### src/rtl/spi_cfg_pkg.sv
package spi_cfg_pkg;

    // Byte offsets decoded by software.
    localparam logic [7:0] OFS_CTRL  = 8'h00;
    localparam logic [7:0] OFS_FSIZE = 8'h04;
    localparam logic [7:0] OFS_STAT  = 8'h08;
    localparam logic [7:0] OFS_ICLR  = 8'h0C;
    localparam logic [7:0] OFS_RXD   = 8'h10;
    localparam logic [7:0] OFS_TXD   = 8'h14;
    localparam logic [7:0] OFS_DIV   = 8'h18;
    localparam logic [7:0] OFS_SEL   = 8'h1C;
    localparam logic [7:0] OFS_IMSK  = 8'h20;
    localparam logic [7:0] OFS_IRAW  = 8'h24;
    localparam logic [7:0] OFS_CNTHI = 8'h50;

    // Raw interrupt flag positions.
    localparam int IRQ_TXDONE = 0;
    localparam int IRQ_RXRDY  = 1;
    localparam int IRQ_RXOVF  = 2;
    localparam int IRQ_TXUND  = 3;

    // Enable positions inside ctrl_t.irq_en (control bits 7:4).
    localparam int IEN_RXDATA = 0;
    localparam int IEN_TXDATA = 1;
    localparam int IEN_RXOVF  = 2;
    localparam int IEN_TXUND  = 3;

    // Select register field positions.
    localparam int SEL_DIRECT_BIT = 8;
    localparam int SEL_OE_BIT     = 9;

    typedef struct packed {
        logic        srst;
        logic        deep;
        logic        clk_mode;
        logic        hold;
        logic        late_phase;
        logic        idle_high;
        logic [15:0] cnt_lo;
        logic [3:0]  irq_en;
        logic [1:0]  proto;
        logic        master;
        logic        en;
    } ctrl_t;

    typedef enum logic [3:0] {
        RS_NONE, RS_CTRL, RS_FSIZE, RS_STAT, RS_RXD,
        RS_DIV, RS_SEL, RS_IMSK, RS_IRAW, RS_CNTHI
    } rsel_e;

    function automatic ctrl_t ctrl_reset_value();
        ctrl_t c;
        c      = '0;
        c.srst = 1'b1;
        return c;
    endfunction

    function automatic logic [31:0] pack_ctrl(input ctrl_t c);
        logic [31:0] w;
        w        = '0;
        w[0]     = c.en;
        w[1]     = c.master;
        w[3:2]   = c.proto;
        w[7:4]   = c.irq_en;
        w[23:8]  = c.cnt_lo;
        w[24]    = c.idle_high;
        w[25]    = c.late_phase;
        w[26]    = c.hold;
        w[28]    = c.clk_mode;
        w[29]    = c.deep;
        w[31]    = c.srst;
        return w;
    endfunction

    function automatic ctrl_t unpack_ctrl(input logic [31:0] w);
        ctrl_t c;
        c.en         = w[0];
        c.master     = w[1];
        c.proto      = w[3:2];
        c.irq_en     = w[7:4];
        c.cnt_lo     = w[23:8];
        c.idle_high  = w[24];
        c.late_phase = w[25];
        c.hold       = w[26];
        c.clk_mode   = w[28];
        c.deep       = w[29];
        c.srst       = w[31];
        return c;
    endfunction

endpackage

### src/rtl/spi_cfg_decode.sv
module spi_cfg_decode
    import spi_cfg_pkg::*;
#(
    parameter int ADDR_W = 8
) (
    input  logic              clk,
    input  logic              rst_n,
    input  logic [ADDR_W-1:0] addr,
    input  logic              we,
    output rsel_e             rsel,
    output logic              wr_ctrl,
    output logic              wr_fsize,
    output logic              wr_div,
    output logic              wr_sel,
    output logic              wr_cnt_hi
);

    always_comb begin
        rsel = RS_NONE;
        case (addr)
            ADDR_W'(OFS_CTRL):  rsel = RS_CTRL;
            ADDR_W'(OFS_FSIZE): rsel = RS_FSIZE;
            ADDR_W'(OFS_STAT):  rsel = RS_STAT;
            ADDR_W'(OFS_RXD):   rsel = RS_RXD;
            ADDR_W'(OFS_DIV):   rsel = RS_DIV;
            ADDR_W'(OFS_SEL):   rsel = RS_SEL;
            ADDR_W'(OFS_IMSK):  rsel = RS_IMSK;
            ADDR_W'(OFS_IRAW):  rsel = RS_IRAW;
            ADDR_W'(OFS_CNTHI): rsel = RS_CNTHI;
            default:            rsel = RS_NONE;
        endcase
    end

    always_comb begin
        wr_ctrl   = we && (rsel == RS_CTRL);
        wr_fsize  = we && (rsel == RS_FSIZE);
        wr_div    = we && (rsel == RS_DIV);
        wr_sel    = we && (rsel == RS_SEL);
        wr_cnt_hi = we && (rsel == RS_CNTHI);
    end

    // at most one register is written per bus cycle
    assert_one_strobe_R10: assert property (@(posedge clk) disable iff (!rst_n)
        $onehot0({wr_ctrl, wr_fsize, wr_div, wr_sel, wr_cnt_hi}));

    // read-only and unmapped offsets never raise a write strobe
    assert_ro_no_strobe_R10: assert property (@(posedge clk) disable iff (!rst_n)
        (rsel inside {RS_NONE, RS_STAT, RS_RXD, RS_IMSK, RS_IRAW})
        |-> !(wr_ctrl || wr_fsize || wr_div || wr_sel || wr_cnt_hi));

endmodule

### src/rtl/spi_cfg_core.sv
module spi_cfg_core
    import spi_cfg_pkg::*;
#(
    parameter int FSZ_W = 6,
    parameter int DIV_W = 8
) (
    input  logic             clk,
    input  logic             rst_n,
    input  logic             wr_ctrl,
    input  logic             wr_fsize,
    input  logic             wr_div,
    input  logic             wr_cnt_hi,
    input  logic [31:0]      wdata,
    output ctrl_t            ctrl,
    output logic [15:0]      cnt_hi,
    output logic [FSZ_W-1:0] fsize,
    output logic [DIV_W-1:0] div
);

    typedef struct packed {
        ctrl_t             c;
        logic [15:0]       cnt_hi;
        logic [FSZ_W-1:0]  fsize;
        logic [DIV_W-1:0]  div;
    } core_t;

    core_t st_d, st_q;
    ctrl_t incoming;
    logic  locked;
    logic  unused_rsvd;

    assign unused_rsvd = ^{wdata[27], wdata[30]};
    assign locked      = st_q.c.en;

    always_comb begin
        st_d     = st_q;
        incoming = unpack_ctrl(wdata);
        if (locked) begin
            incoming.cnt_lo   = st_q.c.cnt_lo;
            incoming.clk_mode = st_q.c.clk_mode;
        end
        if (wr_ctrl)              st_d.c      = incoming;
        if (wr_fsize && !locked)  st_d.fsize  = wdata[FSZ_W-1:0];
        if (wr_div)               st_d.div    = wdata[DIV_W-1:0];
        if (wr_cnt_hi && !locked) st_d.cnt_hi = wdata[31:16];
    end

    always_ff @(posedge clk or negedge rst_n) begin
        if (!rst_n) begin
            st_q.c      <= ctrl_reset_value();
            st_q.cnt_hi <= '0;
            st_q.fsize  <= '0;
            st_q.div    <= '0;
        end else begin
            st_q <= st_d;
        end
    end

    assign ctrl   = st_q.c;
    assign cnt_hi = st_q.cnt_hi;
    assign fsize  = st_q.fsize;
    assign div    = st_q.div;

    // ungated control fields follow the written word
    assert_ctrl_takes_R2: assert property (@(posedge clk) disable iff (!rst_n)
        wr_ctrl |=> (st_q.c.en == $past(wdata[0])) && (st_q.c.irq_en == $past(wdata[7:4]))
                    && (st_q.c.srst == $past(wdata[31])) && (st_q.c.deep == $past(wdata[29])));

    // frame size frozen while enabled
    assert_fsize_locked_R3: assert property (@(posedge clk) disable iff (!rst_n)
        (wr_fsize && st_q.c.en) |=> $stable(st_q.fsize));

    // low frame count frozen while enabled
    assert_cntlo_locked_R4: assert property (@(posedge clk) disable iff (!rst_n)
        (wr_ctrl && st_q.c.en) |=> $stable(st_q.c.cnt_lo));

    // upper frame count frozen while enabled
    assert_cnthi_locked_R5: assert property (@(posedge clk) disable iff (!rst_n)
        (wr_cnt_hi && st_q.c.en) |=> $stable(st_q.cnt_hi));

    // a write to the upper location never reaches the lower half
    assert_cnthi_lowhalf_R5: assert property (@(posedge clk) disable iff (!rst_n)
        (wr_cnt_hi && !wr_ctrl) |=> $stable(st_q.c.cnt_lo));

    // clock mode frozen while enabled
    assert_clkmode_locked_R6: assert property (@(posedge clk) disable iff (!rst_n)
        (wr_ctrl && st_q.c.en) |=> $stable(st_q.c.clk_mode));

    // divider always accepts writes
    assert_div_takes_R7: assert property (@(posedge clk) disable iff (!rst_n)
        wr_div |=> (st_q.div == $past(wdata[DIV_W-1:0])));

    // no strobe, no change
    assert_idle_hold_R10: assert property (@(posedge clk) disable iff (!rst_n)
        !(wr_ctrl || wr_fsize || wr_div || wr_cnt_hi) |=> $stable(st_q));

endmodule

### src/rtl/spi_cfg_select.sv
module spi_cfg_select #(
    parameter int NUM_SEL = 8
) (
    input  logic               clk,
    input  logic               rst_n,
    input  logic               wr_sel,
    input  logic [NUM_SEL-1:0] new_mask,
    input  logic               new_direct,
    input  logic               new_oe,
    output logic [NUM_SEL-1:0] sel_mask,
    output logic               sel_direct,
    output logic               sel_oe
);

    typedef struct packed {
        logic [NUM_SEL-1:0] mask;
        logic               direct;
        logic               oe;
    } sel_t;

    sel_t sel_d, sel_q;

    always_comb begin
        sel_d = sel_q;
        if (wr_sel) begin
            sel_d.mask   = new_mask;
            sel_d.direct = new_direct;
            sel_d.oe     = new_oe;
        end
    end

    always_ff @(posedge clk or negedge rst_n) begin
        if (!rst_n) sel_q <= '0;
        else        sel_q <= sel_d;
    end

    assign sel_mask   = sel_q.mask;
    assign sel_direct = sel_q.direct;
    assign sel_oe     = sel_q.oe;

    // select register written regardless of enable
    assert_sel_takes_R8: assert property (@(posedge clk) disable iff (!rst_n)
        wr_sel |=> (sel_q.mask == $past(new_mask)) && (sel_q.direct == $past(new_direct))
                   && (sel_q.oe == $past(new_oe)));

    // select register holds without a write
    assert_sel_hold_R8: assert property (@(posedge clk) disable iff (!rst_n)
        !wr_sel |=> $stable(sel_q));

endmodule

### src/rtl/spi_cfg_rdmux.sv
module spi_cfg_rdmux
    import spi_cfg_pkg::*;
#(
    parameter int FSZ_W   = 6,
    parameter int DIV_W   = 8,
    parameter int NUM_SEL = 8,
    parameter int STAT_W  = 15,
    parameter int RX_W    = 16
) (
    input  rsel_e              rsel,
    input  ctrl_t              ctrl,
    input  logic [15:0]        cnt_hi,
    input  logic [FSZ_W-1:0]   fsize,
    input  logic [DIV_W-1:0]   div,
    input  logic [NUM_SEL-1:0] sel_mask,
    input  logic               sel_direct,
    input  logic               sel_oe,
    input  logic [STAT_W-1:0]  stat,
    input  logic [RX_W-1:0]    rx_data,
    input  logic [3:0]         irq_raw,
    output logic [31:0]        rdata
);

    logic [3:0] irq_masked;

    always_comb begin
        irq_masked[IRQ_TXDONE] = irq_raw[IRQ_TXDONE] & ctrl.irq_en[IEN_TXDATA];
        irq_masked[IRQ_RXRDY]  = irq_raw[IRQ_RXRDY]  & ctrl.irq_en[IEN_RXDATA];
        irq_masked[IRQ_RXOVF]  = irq_raw[IRQ_RXOVF]  & ctrl.irq_en[IEN_RXOVF];
        irq_masked[IRQ_TXUND]  = irq_raw[IRQ_TXUND]  & ctrl.irq_en[IEN_TXUND];
    end

    always_comb begin
        rdata = '0;
        case (rsel)
            RS_CTRL:  rdata = pack_ctrl(ctrl);
            RS_FSIZE: rdata[FSZ_W-1:0] = fsize;
            RS_STAT:  rdata[STAT_W-1:0] = stat;
            RS_RXD:   rdata[RX_W-1:0] = rx_data;
            RS_DIV:   rdata[DIV_W-1:0] = div;
            RS_SEL: begin
                rdata[NUM_SEL-1:0]    = sel_mask;
                rdata[SEL_DIRECT_BIT] = sel_direct;
                rdata[SEL_OE_BIT]     = sel_oe;
            end
            RS_IMSK:  rdata[3:0] = irq_masked;
            RS_IRAW:  rdata[3:0] = irq_raw;
            RS_CNTHI: rdata = {cnt_hi, ctrl.cnt_lo};
            default:  rdata = '0;
        endcase
    end

endmodule

### src/rtl/spi_cfg_regs.sv
module spi_cfg_regs
    import spi_cfg_pkg::*;
#(
    parameter int ADDR_W  = 8,
    parameter int FSZ_W   = 6,
    parameter int DIV_W   = 8,
    parameter int NUM_SEL = 8,
    parameter int STAT_W  = 15,
    parameter int RX_W    = 16
) (
    input  logic               clk,
    input  logic               rst_n,
    input  logic [ADDR_W-1:0]  bus_addr,
    input  logic               bus_we,
    input  logic [31:0]        bus_wdata,
    output logic [31:0]        bus_rdata,
    input  logic [STAT_W-1:0]  eng_status,
    input  logic [RX_W-1:0]    eng_rx_data,
    input  logic [3:0]         eng_irq_raw,
    output logic               cfg_enable,
    output logic               cfg_master,
    output logic [1:0]         cfg_proto,
    output logic [3:0]         cfg_irq_en,
    output logic [31:0]        cfg_frame_count,
    output logic               cfg_clk_idle_high,
    output logic               cfg_clk_late_phase,
    output logic               cfg_sel_hold,
    output logic               cfg_clk_mode,
    output logic               cfg_deep_fifo,
    output logic               cfg_soft_reset,
    output logic [FSZ_W-1:0]   cfg_frame_size,
    output logic [DIV_W-1:0]   cfg_clk_div,
    output logic [NUM_SEL-1:0] cfg_sel_mask,
    output logic               cfg_sel_direct,
    output logic               cfg_sel_oe
);

    rsel_e       rsel;
    logic        wr_ctrl, wr_fsize, wr_div, wr_sel, wr_cnt_hi;
    ctrl_t       ctrl;
    logic [15:0] cnt_hi;

    spi_cfg_decode #(.ADDR_W(ADDR_W)) u_decode (
        .clk       (clk),
        .rst_n     (rst_n),
        .addr      (bus_addr),
        .we        (bus_we),
        .rsel      (rsel),
        .wr_ctrl   (wr_ctrl),
        .wr_fsize  (wr_fsize),
        .wr_div    (wr_div),
        .wr_sel    (wr_sel),
        .wr_cnt_hi (wr_cnt_hi)
    );

    spi_cfg_core #(.FSZ_W(FSZ_W), .DIV_W(DIV_W)) u_core (
        .clk       (clk),
        .rst_n     (rst_n),
        .wr_ctrl   (wr_ctrl),
        .wr_fsize  (wr_fsize),
        .wr_div    (wr_div),
        .wr_cnt_hi (wr_cnt_hi),
        .wdata     (bus_wdata),
        .ctrl      (ctrl),
        .cnt_hi    (cnt_hi),
        .fsize     (cfg_frame_size),
        .div       (cfg_clk_div)
    );

    spi_cfg_select #(.NUM_SEL(NUM_SEL)) u_select (
        .clk        (clk),
        .rst_n      (rst_n),
        .wr_sel     (wr_sel),
        .new_mask   (bus_wdata[NUM_SEL-1:0]),
        .new_direct (bus_wdata[SEL_DIRECT_BIT]),
        .new_oe     (bus_wdata[SEL_OE_BIT]),
        .sel_mask   (cfg_sel_mask),
        .sel_direct (cfg_sel_direct),
        .sel_oe     (cfg_sel_oe)
    );

    spi_cfg_rdmux #(
        .FSZ_W(FSZ_W), .DIV_W(DIV_W), .NUM_SEL(NUM_SEL),
        .STAT_W(STAT_W), .RX_W(RX_W)
    ) u_rdmux (
        .rsel       (rsel),
        .ctrl       (ctrl),
        .cnt_hi     (cnt_hi),
        .fsize      (cfg_frame_size),
        .div        (cfg_clk_div),
        .sel_mask   (cfg_sel_mask),
        .sel_direct (cfg_sel_direct),
        .sel_oe     (cfg_sel_oe),
        .stat       (eng_status),
        .rx_data    (eng_rx_data),
        .irq_raw    (eng_irq_raw),
        .rdata      (bus_rdata)
    );

    assign cfg_enable         = ctrl.en;
    assign cfg_master         = ctrl.master;
    assign cfg_proto          = ctrl.proto;
    assign cfg_irq_en         = ctrl.irq_en;
    assign cfg_frame_count    = {cnt_hi, ctrl.cnt_lo};
    assign cfg_clk_idle_high  = ctrl.idle_high;
    assign cfg_clk_late_phase = ctrl.late_phase;
    assign cfg_sel_hold       = ctrl.hold;
    assign cfg_clk_mode       = ctrl.clk_mode;
    assign cfg_deep_fifo      = ctrl.deep;
    assign cfg_soft_reset     = ctrl.srst;

    // reserved control bits always read zero
    assert_ctrl_reserved_R9: assert property (@(posedge clk) disable iff (!rst_n)
        (bus_addr == ADDR_W'(OFS_CTRL)) |-> (bus_rdata[27] == 1'b0 && bus_rdata[30] == 1'b0));

    // an unmapped offset reads zero
    assert_unmapped_zero_R10: assert property (@(posedge clk) disable iff (!rst_n)
        (bus_addr == ADDR_W'(8'h40)) |-> (bus_rdata == 32'h0));

    // the upper count location reads the same count the engine receives
    assert_count_view_R5: assert property (@(posedge clk) disable iff (!rst_n)
        (bus_addr == ADDR_W'(OFS_CNTHI)) |-> (bus_rdata == cfg_frame_count));

endmodule

### config.mk
export PLATFORM = sky130hd
export DESIGN_NAME = spi_cfg_regs
export DESIGN_NICKNAME = d
export VERILOG_FILES = /design/src/rtl/spi_cfg_pkg.sv /design/src/rtl/spi_cfg_decode.sv /design/src/rtl/spi_cfg_core.sv /design/src/rtl/spi_cfg_select.sv /design/src/rtl/spi_cfg_rdmux.sv /design/src/rtl/spi_cfg_regs.sv
export SDC_FILE = /design/constraint.sdc
export NUM_CORES = 1
export LEC_CHECK = 0
export BUFFER_PORTS_ARGS = -buffer_cell sky130_fd_sc_hd__buf_4
export CELL_PAD_IN_SITES_DETAIL_PLACEMENT = 0
export CELL_PAD_IN_SITES_GLOBAL_PLACEMENT = 1
export CORE_ASPECT_RATIO = 0.5
export CORE_MARGIN = 3
export CORE_UTILIZATION = 35
export DETAILED_ROUTE_END_ITERATION = 6
export PLACE_DENSITY = 0.83
export SLEW_MARGIN = 20
export SYNTH_ARGS = -nofsm -noshare
export SYNTH_HDL_FRONTEND = slang
export SYNTH_SLANG_ARGS = --single-unit
### constraint.sdc
create_clock -name clk -period 4.35 [get_ports clk]
set_clock_uncertainty 0.05 [all_clocks]
set_input_delay 1.305 -clock clk [delete_from_list [all_inputs] [get_ports clk]]
set_output_delay 1.305 -clock clk [all_outputs]
set_load 0.03 [all_outputs]
==> key figures <==
Run status
  – Status: finished clean

STA
  – Worst-margin pin slew: 892.9 ps
  – Tmin final: 4218 ps
  – Final period utilization: 96.97%
  – Max Freq: 237.1 MHz
  – TNS Setup: 0 ps
  – Setup violations, final: 0
  – Final Hold Vio Count: 0
  – RSZ-0062 raised after global routing: no
  – Final Max Tran Viols: 0
  – Final Worst Setup Slack: 131.9 ps
  – Worst relative slew slack: 40.48%

Placement
  – Placed wire-length estimate: 9.049 mm
  – Pre-CTS setup slack: 138.4 ps
  – Placed insts: 595
  – Buffers on Ports: 179
  – Final GP Congestion: 0.8619

Finish
  – Layout Cells excl Fill: 610
  – Footprint of the multi-input gates: 1782 um^2
  – Filler instances: 863
  – Ant. Diodes: 0
  – Sequential cell area: 1753 um^2
  – Nets: 549
  – Layout area overhead: 49.98%
  – Layout cells sized above 1: 60.00%
  – Final core utilization: 55.78%

Logic synthesis
  – Asr flop ratio synth: 100.0%
  – Dominant synthesized flop cell: dfrtp_1
  – Seq cells post-synth: 70
  – Synthesized area: 3630 um^2
  – Post-synth net total: 368
  – Register area share after synthesis: 48.29%
  – Synth warnings: 0
  – Netlist cell types: 43
  – Post-synth EDFFs: 0
  – Avg Cell Area, Syn: 12.52 um^2
  – Syn Inst Count: 290

Critical path
  – CP most frequent cell: buf_4
  – R2R Setup Slk: 2570 ps
  – CP Max Fanout: 7
  – Endpoint class of the critical path: output port
  – Crit path launch: bus_addr[7]
  – Worst Reg-to-Reg Cells: 3
  – CP peak stage delay: 500 ps
  – CP max-delay cell: or3_1
  – Worst Setup Start Kind: input pin
  – Worst EP required: 2990 ps
  – Worst path cell trace: buf_4 > or3_1 > or2_2 > o22a_1 > o21ai_0 > buf_4
  – Worst EP arrival: 2860 ps
  – Worst r2r src: u_core.locked
  – CP Class: input pin to output port
  – FF-to-FF End: u_core.ctrl[10]

Clocking
  – CTS resizes: 0
  – CTS sink count: 70
  – CTS tree: done
  – Reg clk slew, reported paths: 50 ps
  – Worst-Skew Late Latency: 330 ps
  – Max Root-Sink Buffers: 2
  – CTS Root Cell: clkbuf_16
  – CTS Buf Count: 9
  – Hold Buf Count CTS: 0
  – Post-CTS Setup Inserts: 0
  – H-tree lvl count: 3

Floorplan
  – Die area: 11700 um^2
  – Initial Utilization: 37.19%
  – Num rows: 25
  – Core ar.: 9759 um^2
  – Die span in x: 150.0 um
  – I/O Pins: 180
  – Die height: 78.01 um

Drt
  – Post-route ant nets: 0
  – DR WL/cell: 19.70 um
  – TritonRoute pass-1 iters: 4
  – Met2 routed WL: 6.187 mm
  – WL final: 12.02 mm
  – Max Used Layer: met4
  – Via/cell ratio: 5.315
  – DR vias: 3242
  – DRC: 0
  – Post-Route M1 WL: 5.223 mm
  – Drt first-iter violations: 236
  – WL met3: 488 um

Global route
  – Global-route wire length before repair: 18.75 mm
  – Largest net degree at the start of global routing: 71
  – Initial antenna violation count: 0
  – Vias in the first global route: 3286
  – Gr ovfl total: 0
  – GR Util All Layers: 20.52%

Min path
  – Worst hold stages: 1
  – Worst hold endpoint: u_select.sel_oe
  – Hold_sp: u_select.sel_oe
  – Path type of the worst min-delay path: flop to flop

Power
  – Pwr Density: 311.4 nW/um^2
  – Worst VDD drop: 0.1995 mV
  – Design Power: 1.695 mW
  – Leak: 2.877 nW

Job
  – Max-Cap Viols: 0
worst max-delay path, delay by kind of cell:
family,cells,cell delay (ps)
buffers and inverters,2,300
AND/OR/NAND/NOR,2,930
AO/OA/AOI/OAI,2,310
cell families (layout without fill, tap and decap cells):
group	Yosys count	count (layout)	synth area share, %
mux	81	81	25.85
flops	70	70	48.29
simple gates	62	62	10.24
compound gates	57	57	13.00
buf+inv	20	205	2.620
synthesized netlist by cell type (2+ instances only):
cell type | count | area (um^2)
dfrtp_1 | 69 | 1727
buf_2 | 7 | 35.03
o211a_1 | 3 | 30.03
a21oi_1 | 7 | 35.03
mux2_2 | 62 | 698.2
nor3_1 | 2 | 10.01
o221ai_1 | 3 | 26.28
or3_1 | 2 | 12.51
nor2_1 | 9 | 33.78
and3_1 | 3 | 18.77
a22o_1 | 17 | 148.9
nand4_1 | 10 | 62.56
nor2b_1 | 2 | 12.51
nor3b_1 | 2 | 15.01
clkbuf_1 | 11 | 41.29
nand3_1 | 2 | 10.01
a222oi_1 | 5 | 50.05
mux2i_1 | 9 | 90.09
a221o_1 | 6 | 60.06
mux2_4 | 10 | 150.1
a22oi_1 | 10 | 75.07
o22a_1 | 2 | 17.52
nand2_1 | 16 | 60.06
and2_1 | 2 | 12.51
routing by layer:
layer  GRT usage, %  vias up
li1               -     1484
met1          27.94     1659
met2          34.63       89
met3          3.172       10
met4          4.927        0
met5              0        -
area by class of cell:
cell class              instances  area share (%)
multi-input cells             200           32.73
repair buffers                190           26.66
flip-flops and latches         70           32.20
clock inverters                 6           1.172
clock buffers                   9           4.137
well taps                     135           3.103
flip-flops by register name (all words and copies together), names as in the netlist:
name,flops
u_core.locked,1
u_core.fsize,6
u_select.sel_oe,1
u_core.cnt_hi,16
u_select.sel_direct,1
u_core.ctrl,29
u_select.sel_mask,8
u_core.div,8
report_power, final:
part           switching (mW)  leakage (nW)  internal [mW]
Combinational           0.145          1.78          0.125
Sequential             0.0312         0.962          0.683
Clock                   0.272         0.137          0.439
cell usage in the layout, fill, tap and decap left out, types with 2 or more instances in the layout:
cell	instances
buf_4	188
nor3_1	2
clkbuf_16	9
nand3_1	2
o211a_1	3
a221o_1	6
a22oi_1	10
mux2_2	62
nand2_1	16
mux2_4	10
o22a_1	2
dfrtp_1	69
nor2b_1	2
a21oi_1	7
clkinv_2	2
or3_1	2
buf_12	2
a222oi_1	5
o221ai_1	3
nor2_1	9
and3_1	3
mux2i_1	9
a22o_1	17
and2_1	2
clkinvlp_4	2
nand4_1	10
nor3b_1	2
worst max-delay path by stage:
stage / cells past startpoint / slack, ps / endpoint
floorplan: 5 / 30 / bus_rdata[6]
global placement: 6 / 150 / bus_rdata[6]
detailed placement: 6 / 140 / bus_rdata[6]
CTS: 6 / 140 / bus_rdata[6]
global route: 6 / 50 / bus_rdata[6]
finish: 6 / 130 / bus_rdata[6]
through the flow:
stage | hold slack (ps) | area, um^2
5_1_grt | 500.8 | 5444
6_report | 487.9 | 5444
2_1_floorplan | 635.4 | 3630
4_1_cts | 488.3 | 5444
3_3_place_gp | 469.6 | 5155
3_5_place_dp | 475.4 | 5155
Power figures use the tool's default switching activity.
